<file path="src/rtl/hdlc_rx_pool_pkg.sv">
package hdlc_rx_pool_pkg;
  localparam int BYTE_W = 8;

  typedef enum logic [1:0] {
    POOL_AT_32 = 2'b00,
    POOL_AT_16 = 2'b01,
    POOL_AT_4  = 2'b10,
    POOL_AT_2  = 2'b11
  } pool_thresh_e;

  function automatic int unsigned pool_level(input logic [1:0] code);
    case (pool_thresh_e'(code))
      POOL_AT_32: return 32;
      POOL_AT_16: return 16;
      POOL_AT_4:  return 4;
      default:    return 2;
    endcase
  endfunction
endpackage

</file>
<file path="src/rtl/hdlc_addr_sel.sv">
module hdlc_addr_sel #(
  parameter int W = 8
) (
  input  logic         clk,
  input  logic         rst_n,
  input  logic         in_valid,
  input  logic [W-1:0] in_data,
  input  logic         in_sof,
  input  logic         cfg_addr_mode,
  input  logic         cfg_addr16,
  input  logic         cfg_addr_fwd,
  output logic         wr_req,
  output logic [W-1:0] wr_data,
  output logic         addr_valid,
  output logic [W-1:0] addr_data
);
  // position within frame, saturating at 2 (2 = payload region)
  logic [1:0] pos_q;
  logic [1:0] pos;
  logic       is_addr;

  assign pos     = in_sof ? 2'd0 : pos_q;
  assign is_addr = cfg_addr_mode && ((pos == 2'd0) || (cfg_addr16 && pos == 2'd1));
  assign wr_req  = in_valid && (!is_addr || cfg_addr_fwd);
  assign wr_data = in_data;

  always_ff @(posedge clk) begin
    if (!rst_n) begin
      pos_q      <= 2'd2;
      addr_valid <= 1'b0;
      addr_data  <= '0;
    end else begin
      if (in_valid) pos_q <= (pos == 2'd2) ? 2'd2 : pos + 2'd1;
      addr_valid <= in_valid && is_addr;
      if (in_valid && is_addr) addr_data <= in_data;
    end
  end


  addr_evt_chk: assert property (@(posedge clk) disable iff (!rst_n)
    addr_valid |-> $past(in_valid) && $past(cfg_addr_mode));
endmodule

</file>
<file path="src/rtl/hdlc_byte_fifo.sv">
module hdlc_byte_fifo #(
  parameter int DEPTH = 64,
  parameter int W     = 8,
  localparam int AW   = $clog2(DEPTH),
  localparam int CW   = $clog2(DEPTH + 1)
) (
  input  logic          clk,
  input  logic          rst_n,
  input  logic          wr_req,
  input  logic [W-1:0]  wr_data,
  input  logic          rd_req,
  output logic          rd_valid,
  output logic [W-1:0]  rd_data,
  output logic [CW-1:0] count,
  output logic          overflow
);
  logic [W-1:0]  mem [DEPTH];
  logic [AW-1:0] wr_ptr, rd_ptr;
  logic          full, push, pop;

  function automatic logic [AW-1:0] step(input logic [AW-1:0] p);
    return (p == AW'(DEPTH - 1)) ? '0 : p + 1'b1;
  endfunction

  assign full     = (count == CW'(DEPTH));
  assign rd_valid = (count != '0);
  assign push     = wr_req && !full;
  assign pop      = rd_req && rd_valid;
  assign rd_data  = mem[rd_ptr];

  always_ff @(posedge clk) begin
    if (push) mem[wr_ptr] <= wr_data;
  end

  always_ff @(posedge clk) begin
    if (!rst_n) begin
      wr_ptr   <= '0;
      rd_ptr   <= '0;
      count    <= '0;
      overflow <= 1'b0;
    end else begin
      if (push) wr_ptr <= step(wr_ptr);
      if (pop)  rd_ptr <= step(rd_ptr);
      case ({push, pop})
        2'b10:   count <= count + 1'b1;
        2'b01:   count <= count - 1'b1;
        default: count <= count;
      endcase
      if (wr_req && full) overflow <= 1'b1;
    end
  end


  no_overflow_chk: assert property (@(posedge clk) disable iff (!rst_n)
    (wr_req && full && !rd_req) |=> (count == $past(count)) && overflow);

  ovf_sticky_chk: assert property (@(posedge clk) disable iff (!rst_n)
    overflow |=> overflow);

  last_pop_chk: assert property (@(posedge clk) disable iff (!rst_n)
    (rd_req && rd_valid && count == CW'(1) && !wr_req) |=> !rd_valid);
endmodule

</file>
<file path="src/rtl/hdlc_pool_irq.sv">
module hdlc_pool_irq
  import hdlc_rx_pool_pkg::*;
#(
  parameter int CW = 7
) (
  input  logic          clk,
  input  logic          rst_n,
  input  logic [CW-1:0] count,
  input  logic [1:0]    cfg_thresh,
  input  logic          eof_in,
  output logic          irq_pool,
  output logic          irq_frame_end
);
  logic [CW-1:0] level;
  logic          hit;
  logic          armed;

  assign level = CW'(pool_level(cfg_thresh));
  assign hit   = (count >= level);

  always_ff @(posedge clk) begin
    if (!rst_n) begin
      armed         <= 1'b1;
      irq_pool      <= 1'b0;
      irq_frame_end <= 1'b0;
    end else begin
      irq_pool      <= armed && hit;
      irq_frame_end <= eof_in;
      if (armed && hit) armed <= 1'b0;
      else if (!hit)    armed <= 1'b1;
    end
  end


  pool_pulse_chk: assert property (@(posedge clk) disable iff (!rst_n)
    irq_pool |=> !irq_pool);
endmodule

</file>
<file path="src/rtl/hdlc_rx_pool.sv">
module hdlc_rx_pool
  import hdlc_rx_pool_pkg::*;
#(
  parameter int DEPTH = 64,
  localparam int CW   = $clog2(DEPTH + 1)
) (
  input  logic              clk,
  input  logic              rst_n,
  input  logic              in_valid,
  output logic              in_ready,
  input  logic [BYTE_W-1:0] in_data,
  input  logic              in_sof,
  input  logic              in_eof,
  input  logic [1:0]        cfg_thresh,
  input  logic              cfg_addr_fwd,
  input  logic              cfg_addr16,
  input  logic              cfg_addr_mode,
  output logic              addr_valid,
  output logic [BYTE_W-1:0] addr_data,
  output logic              out_valid,
  input  logic              out_ready,
  output logic [BYTE_W-1:0] out_data,
  output logic              irq_pool,
  output logic              irq_frame_end,
  output logic              overflow
);
  logic              wr_req;
  logic [BYTE_W-1:0] wr_data;
  logic [CW-1:0]     fill;

  assign in_ready = 1'b1;

  hdlc_addr_sel #(.W(BYTE_W)) u_sel (
    .clk(clk), .rst_n(rst_n),
    .in_valid(in_valid), .in_data(in_data), .in_sof(in_sof),
    .cfg_addr_mode(cfg_addr_mode), .cfg_addr16(cfg_addr16), .cfg_addr_fwd(cfg_addr_fwd),
    .wr_req(wr_req), .wr_data(wr_data),
    .addr_valid(addr_valid), .addr_data(addr_data)
  );

  hdlc_byte_fifo #(.DEPTH(DEPTH), .W(BYTE_W)) u_fifo (
    .clk(clk), .rst_n(rst_n),
    .wr_req(wr_req), .wr_data(wr_data),
    .rd_req(out_ready), .rd_valid(out_valid), .rd_data(out_data),
    .count(fill), .overflow(overflow)
  );

  hdlc_pool_irq #(.CW(CW)) u_irq (
    .clk(clk), .rst_n(rst_n),
    .count(fill), .cfg_thresh(cfg_thresh),
    .eof_in(in_valid && in_eof),
    .irq_pool(irq_pool), .irq_frame_end(irq_frame_end)
  );


  frame_end_chk: assert property (@(posedge clk) disable iff (!rst_n)
    (in_valid && in_eof) |=> irq_frame_end);
endmodule

</file>
<file path="config.mk">
export PLATFORM = sky130hd
export DESIGN_NAME = hdlc_rx_pool
export DESIGN_NICKNAME = d
export VERILOG_FILES = /design/src/rtl/hdlc_rx_pool_pkg.sv /design/src/rtl/hdlc_addr_sel.sv /design/src/rtl/hdlc_byte_fifo.sv /design/src/rtl/hdlc_pool_irq.sv /design/src/rtl/hdlc_rx_pool.sv
export SDC_FILE = /design/constraint.sdc
export NUM_CORES = 1
export LEC_CHECK = 0
export BUFFER_PORTS_ARGS = -buffer_cell sky130_fd_sc_hd__clkbuf_2
export CORE_AREA = 3 3 290 178
export DETAILED_ROUTE_END_ITERATION = 12
export DIE_AREA = 0 0 293 181
export PLACE_DENSITY = 0.61
export SLEW_MARGIN = 20
export SYNTH_ARGS = -nofsm -noshare
export SYNTH_HDL_FRONTEND = slang
export SYNTH_SLANG_ARGS = --single-unit
export TNS_END_PERCENT = 1
</file>
<file path="constraint.sdc">
create_clock -name clk -period 3.05 [get_ports clk]
set_clock_uncertainty 0.05 [all_clocks]
set_input_delay 0.305 -clock clk [delete_from_list [all_inputs] [get_ports clk]]
set_output_delay 0.305 -clock clk [all_outputs]
set_load 0.01 [all_outputs]
</file>
==> summary.txt, run 1 <==
Status -> finished with violations
Failing checks -> setup timing
Distinct cell type count after synthesis -> 62
Total gr overflow -> 0
Ports -> 41
CTS sink cnt -> 552
Crit-path cells -> buf_12, buf_4, clkbuf_16, mux4_2, a22oi_2, a31oi_1, a211o_1, buf_2
First-pass GRT wire length -> 80700 µm
Crit-path max cell delay -> 0.57 ns
Post-Syn Nets -> 1228
Worst hold margin -> 0.0569 ns
Final setup violating endpoints -> 8
Overall power -> 19300 µW
Combinational power share -> 0.204
Netlist Area Pre-Place -> 22100 µm²
Worst rel slew slack -> 0.294
RSZ-0062 raised after global routing -> true
Die area -> 53000 µm²
Post-Synth XOR/XNOR Area -> 0.00437
WP data arrival -> 2.80 ns
Top FF cell, synth -> edfxtp_1
Non-Filler Instances -> 2090
Final HPWL from detailed placement -> 34300 µm
Largest net degree at the start of global routing -> 66
Seq. cell area -> 16200 µm²
Post-Synth Adder-Cell Area -> 0.00624
Post-Layout Inst Area -> 26600 µm²
Post-synth EDFFs -> 512
Via Count -> 12100
Dominant cell type by area after synthesis -> edfxtp_1
P per Cell Area -> 727 nW/µm²
Cell Rows -> 63
Final hold viol count -> 0
Initial antenna violation count -> 0
Area after DPL -> 23900 µm²
Synth Register Bits -> 552
Placeable core area -> 49100 µm²
CP Capture Type -> primary output
DR pass1 iterations -> 5
Layout cells sized above 1 -> 0.338
Die span in y -> 181 µm
Initial Util -> 0.449
Slew Viols, Final -> 0
Sw frac -> 0.253
Fmax -> 317 MHz
Worst min path class -> in2reg
Layout Nets -> 1428
Critical path's slowest cell -> mux4_2
Slew at the pin closest to its max-slew limit -> 1.06 ns
LEAKAGE -> 0.00879 µW
Maximum fanout along the worst path -> 5
Top post-synthesis cells by count -> edfxtp_1, mux4_2, nor2_1
Clk Tree Root Cell -> clkbuf_16
Max H-tree Level -> 2
Synth top area share -> 0.697
Vias in the first global route -> 11900
Max VDD drop -> 0.545 mV
Startpoint Class -> flop
Critical Path RT -> 2.69 ns
Fillcell total -> 3813
Mux cell area share after synthesis -> 0.145
Net Sw Power -> 4900 µW
Residual DRC -> 0
Type of the worst setup path -> reg2out
DR WL/cell -> 26.2 µm
DRT antenna net count -> 0
Compound-gate portion of the synthesized area -> 0.0387
Crit path time final -> 3.16 ns
Max_cap viols -> 0
Cells after DPL -> 1952
Multi-input logic area -> 5760 µm²
Clk slew on worst S/H paths -> 0.06 ns
Synthesized area per cell -> 18.4 µm²
Most frequent cell after synthesis -> edfxtp_1
Seq/Total Area, Yosys -> 0.733
Clk buf depth -> 3
Yosys warns -> 0
CTS buffer count -> 51
Worst-skew pair later-pin latency -> 0.58 ns
Reg power frac -> 0.439
Initial drt markers -> 1423
Final period util -> 1.04
Drt total wl -> 54700 µm
Synth Area in Simple Gates -> 0.0515
Synth top area cells -> edfxtp_1, mux4_2, dfxtp_1
Setup ws final -> -0.108 ns
Asr flop ratio synth -> 0
GPL Wtd Cong -> 0.836
Syn-to-layout area delta -> 20.6%
PortBufs -> 39
Clock power frac -> 0.357
Via density -> 5.77
Cell count after synthesis -> 1198
Power Internal -> 14500 µW
Largest family of logic cells by synthesized area -> multiplexers
CTS tree -> done
GRT Overall Usage -> 0.207
Die Width -> 293 µm
state kept, by name, summed over array words and instances (netlist names), named ones only:
register / flops
u_fifo.overflow: 1
u_irq.irq_pool: 1
u_fifo.rd_ptr: 6
u_irq.armed: 1
u_irq.irq_frame_end: 1
u_sel.addr_data: 8
u_fifo.count: 7
u_fifo.wr_ptr: 6
u_sel.pos_q: 2
u_sel.addr_valid: 1
u_fifo.mem: 512
metal layers:
metal | GRT usage | vias to the layer above | share of wire
met5 | 0 | - | 0
li1 | - | 5238 | -
met1 | 0.325 | 6267 | 0.46
met3 | 0.0525 | 77 | 0.085
met2 | 0.292 | 481 | 0.43
met4 | 0.0427 | 0 | 0.019
placed cells by master, fill, tap and decap left out, types with 5 or more instances in the layout:
cell | netlist | layout
a211o_1 | 8 | 8
a21oi_1 | 15 | 12
a22oi_1 | 22 | 14
a22oi_2 | 0 | 8
a31oi_1 | 11 | 7
a31oi_2 | 1 | 5
a32oi_1 | 7 | 5
and3_1 | 6 | 6
buf_12 | 0 | 19
buf_4 | 14 | 141
buf_6 | 7 | 11
bufinv_16 | 0 | 11
clkbuf_1 | 27 | 6
clkbuf_16 | 0 | 55
clkbuf_2 | 0 | 35
clkinv_2 | 0 | 12
clkinvlp_4 | 0 | 6
dfxtp_1 | 40 | 36
edfxtp_1 | 512 | 512
ha_1 | 11 | 10
inv_1 | 10 | 10
mux2i_1 | 68 | 61
mux2i_2 | 0 | 6
mux4_2 | 110 | 110
nand2_1 | 33 | 31
nand2b_1 | 8 | 8
nand3_1 | 18 | 17
nand4_1 | 6 | 6
nor2_1 | 108 | 102
nor2_2 | 0 | 5
nor2b_1 | 13 | 13
nor3_1 | 14 | 10
o21ai_0 | 14 | 12
or3_1 | 7 | 7
xor2_1 | 8 | 8
cell families (layout without fill, tap and decap cells):
kind of cell / Yosys count / after routing
flops: 552 / 552
simple gates: 238 / 238
mux: 182 / 182
compound gates: 117 / 117
buf+inv: 86 / 327
fa+ha+maj: 11 / 11
xor+xnor: 11 / 11
other cells: 1 / 2
timing repair:
action,in CTS,in global routing
buffers inserted,27,11
hold endpoints to repair,3,0
cloned,5,2
pin swaps,11,20
setup endpoints to repair,8,10
hold buffers,3,0
resized for setup,36,54
area by class of cell:
type / count / area share
Antenna cell: 1 / 0.0000941
Clock buffer: 59 / 0.0507
Clock inverter: 35 / 0.0177
Inverter: 13 / 0.00188
Multi-Input combinational cell: 560 / 0.216
Sequential cell: 552 / 0.609
Tap cell: 650 / 0.0306
Timing Repair Buffer: 220 / 0.0740
power groups by stage:
stage                     sequential, µW  clock (µW)  combinational [µW]
final                               8500        6900                3950
after floorplan                     8630           0                2070
after global routing                8500        7340                4210
after detailed placement            8690           0                3250
after CTS                           8490        7020                3750
after global placement              8680           0                3230
metrics by stage:
step | setup TNS [ns] | setup WS [ns] | utilization
floorplan | 0 | 0.0745 | -
detailed placement | 0 | 0.0422 | 0.486
global placement | 0 | 0.135 | 0.486
CTS | -0.618 | -0.0962 | 0.535
finish | -0.368 | -0.108 | 0.542
global route | -1.03 | -0.174 | 0.542
worst max-delay path, delay by kind of cell (launching register included):
family,cells,cell delay (ns)
DFF,1,0.38
muxes,1,0.57
AOI/OAI and AO/OA,3,0.69
buffers and inverters,4,0.56
worst paths after layout:
check | start | to | slack, ns | cells after the start
setup reg to reg | u_sel.pos_q[1]$_SDFFE_PN1P_ | u_fifo.count[5]$_SDFFE_PN0P_ | 0.20 | 11
hold / removal | rst_n | u_sel.pos_q[1]$_SDFFE_PN1P_ | 0.06 | 2
hold reg to reg | u_irq.armed$_SDFFE_PN1P_ | u_irq.irq_pool$_SDFF_PN0_ | 0.39 | 1
setup / recovery | flop | out_data[2] | -0.11 | 8
Power figures use the tool's default switching activity.
==> run 2: changes to the inputs <==
- ABC_CLOCK_PERIOD_IN_PS: not set -> 3400
- PLACE_DENSITY: 0.61 -> 0.66
- clock period: 3.05 -> 3.4 ns (I/O delays scaled with it)
==> run 2 against run 1 <==
  * The run now ends clean
  * Design area is 4.8% lower
  * Register-to-register slack better by 0.06 ns
  * Combinational power fell by 29%
  * Setup slack better by 0.20 ns
  * Worst hold slack lost 0.016 ns
  * Clock power down 19%
  * Clock-buffer cell count down 1
  * Total power decreased by 17%
  * Wire length decreased by 3.1%
  * Cell count is 3.4% lower
  * Sequential power shrank 9.8%
  * Critical path type unchanged
==> summary.txt, run 2 (synthesis gave the netlist of run 1 again) <==
Worst min path class -> in2reg
Final period util -> 0.974
Worst path depth -> 6
Critical path's slowest cell -> dfxtp_4
Final hold viol count -> 0
Total gr overflow -> 0
Fmax -> 302 MHz
Clk slew on worst S/H paths -> 0.06 ns
Worst Hold Depth -> 3
Setup ws final -> 0.0899 ns
Max reg flops -> 512
Die span in y -> 181 µm
LEAKAGE -> 0.00818 µW
Slew at the pin closest to its max-slew limit -> 1.07 ns
Top reg by flops -> u_fifo.mem
Worst reg2reg setup slack -> 0.26 ns
R2R depth -> 10
Crit path time final -> 3.31 ns
Drt total wl -> 53000 µm
Post-placement setup slack -> 0.249 ns
N_diodes -> 0
CP Capture Type -> primary output
Residual DRC -> 0
WP data arrival -> 2.92 ns
Min-Delay Endpoint -> u_sel.pos_q[0]$_SDFFE_PN0P_
Max_cap viols -> 0
CP bufs+invs -> 2
Largest net degree at the start of global routing -> 66
CTS sink cnt -> 552
Family with the most delay on the worst path -> compound AO/OA/AOI/OAI gates
Via Count -> 11800
GPL Wtd Cong -> 0.864
HP Start -> in_sof
Final HPWL from detailed placement -> 33900 µm
Overall power -> 16100 µW
Placeable core area -> 49100 µm²
RSZ-0062 raised after global routing -> true
Via density -> 5.87
Max H-tree Level -> 2
Status -> finished clean
GRT Overall Usage -> 0.200
Clk buf depth -> 3
DRT antenna net count -> 0
DR WL/cell -> 26.3 µm
Setup TNS -> 0 ns
Crit-path cells -> buf_4, mux4_2, a22oi_1, a31oi_1, a211o_1, clkbuf_2
Die area -> 53000 µm²
Layout Nets -> 1357
P per Cell Area -> 635 nW/µm²
Vias in the first global route -> 11400
Ports -> 41
Maximum fanout along the worst path -> 20
Type of the worst setup path -> reg2out
Worst-skew pair later-pin latency -> 0.57 ns
Layout cells sized above 1 -> 0.258
CTS buffer count -> 49
Most common cell after layout, fill and taps aside -> edfxtp_1
Startpoint Class -> flop
DR pass1 iterations -> 5
Die Width -> 293 µm
Max VDD drop -> 0.348 mV
Crit-path max cell delay -> 0.57 ns
Worst r2r src -> u_fifo.count[2]$_SDFFE_PN0P_
Initial drt markers -> 1458
Initial antenna violation count -> 0
Clk Tree Root Cell -> clkbuf_16
Cell Rows -> 63
First-pass GRT wire length -> 77500 µm
Slew Viols, Final -> 0
Initial Util -> 0.449
Critical Path RT -> 3.01 ns
Most frequent cells in the layout -> edfxtp_1, mux4_2, nor2_1
CTS tree -> done
PortBufs -> 39
Reg2reg end -> u_fifo.count[4]$_SDFFE_PN0P_
Syn-to-layout area delta -> 14.8%
Worst rel slew slack -> 0.285
Final setup violating endpoints -> 0
Biggest regs -> u_fifo.mem x512, u_sel.addr_data x8, u_fifo.count x7
==> run 2: cell types whose count changed in the layout (fill, tap and decap cells not counted), moves of 8 or more <==
cell and delta:
a22oi_1 +8, a22oi_2 -8, clkinv_1 +10, buf_6 -11, buf_12 -12, buf_4 -43
==> run 2: power by group <==
group | internal (µW) | switching [µW]
Sequential | 7530 | 143
Clock | 3130 | 2480
Combinational | 1260 | 1540
Total | 11900 | 4160
==> run 2: per-stage QoR <==
| stage | cell area [µm²] | cells | hold WS (ns) | util |
|---|---|---|---|---|
| floorplan | 22100 | 1198 | 0.364 | - |
| global placement | 23500 | 1918 | 0.377 | 0.479 |
| detailed placement | 23500 | 1918 | 0.390 | 0.479 |
| CTS | 25300 | 2017 | 0.0160 | 0.515 |
| global route | 25300 | 2018 | 0.0670 | 0.516 |
| finish | 25300 | 2018 | 0.0404 | 0.516 |
==> run 2: area by class of cell <==
cell class	count	area (µm²)
inverters	13	48.8
fillers	3868	23800
multi-input cells	560	5450
repair buffers	151	1210
flip-flops and latches	552	16200
clock buffers	58	1300
well taps	650	813
clock inverters	34	304
==> run 2: repair_timing <==
item,CTS,global route
cloned,0,1
setup endpoints to repair,6,7
buffers inserted,5,0
resized for setup,2,6
hold endpoints to repair,2,0
hold buffers,2,0
==> run 2: worst max path at each step <==
stage	from	endpoint	slack [ns]
global route	flop	out_data[0]	-0.003
finish	flop	out_data[0]	0.09
detailed placement	in_sof	u_fifo.count[4]$_SDFFE_PN0P_	0.25
floorplan	cfg_addr16	u_fifo.count[4]$_SDFFE_PN0P_	0.13
global placement	in_sof	u_fifo.count[5]$_SDFFE_PN0P_	0.33
CTS	flop	out_data[2]	0.002
==> run 2: tightest hold or removal path: stages <==
cell      delay (ns)
clkbuf_2        0.11
nor2_1          0.05
a21oi_1         0.12
==> run 2: routing by layer <==
layer,global-route usage,up-vias,part of all wire
met5,0,-,0
met4,0.0441,0,0.016
met3,0.0729,66,0.12
met2,0.259,559,0.40
met1,0.317,6135,0.46
li1,-,5081,-
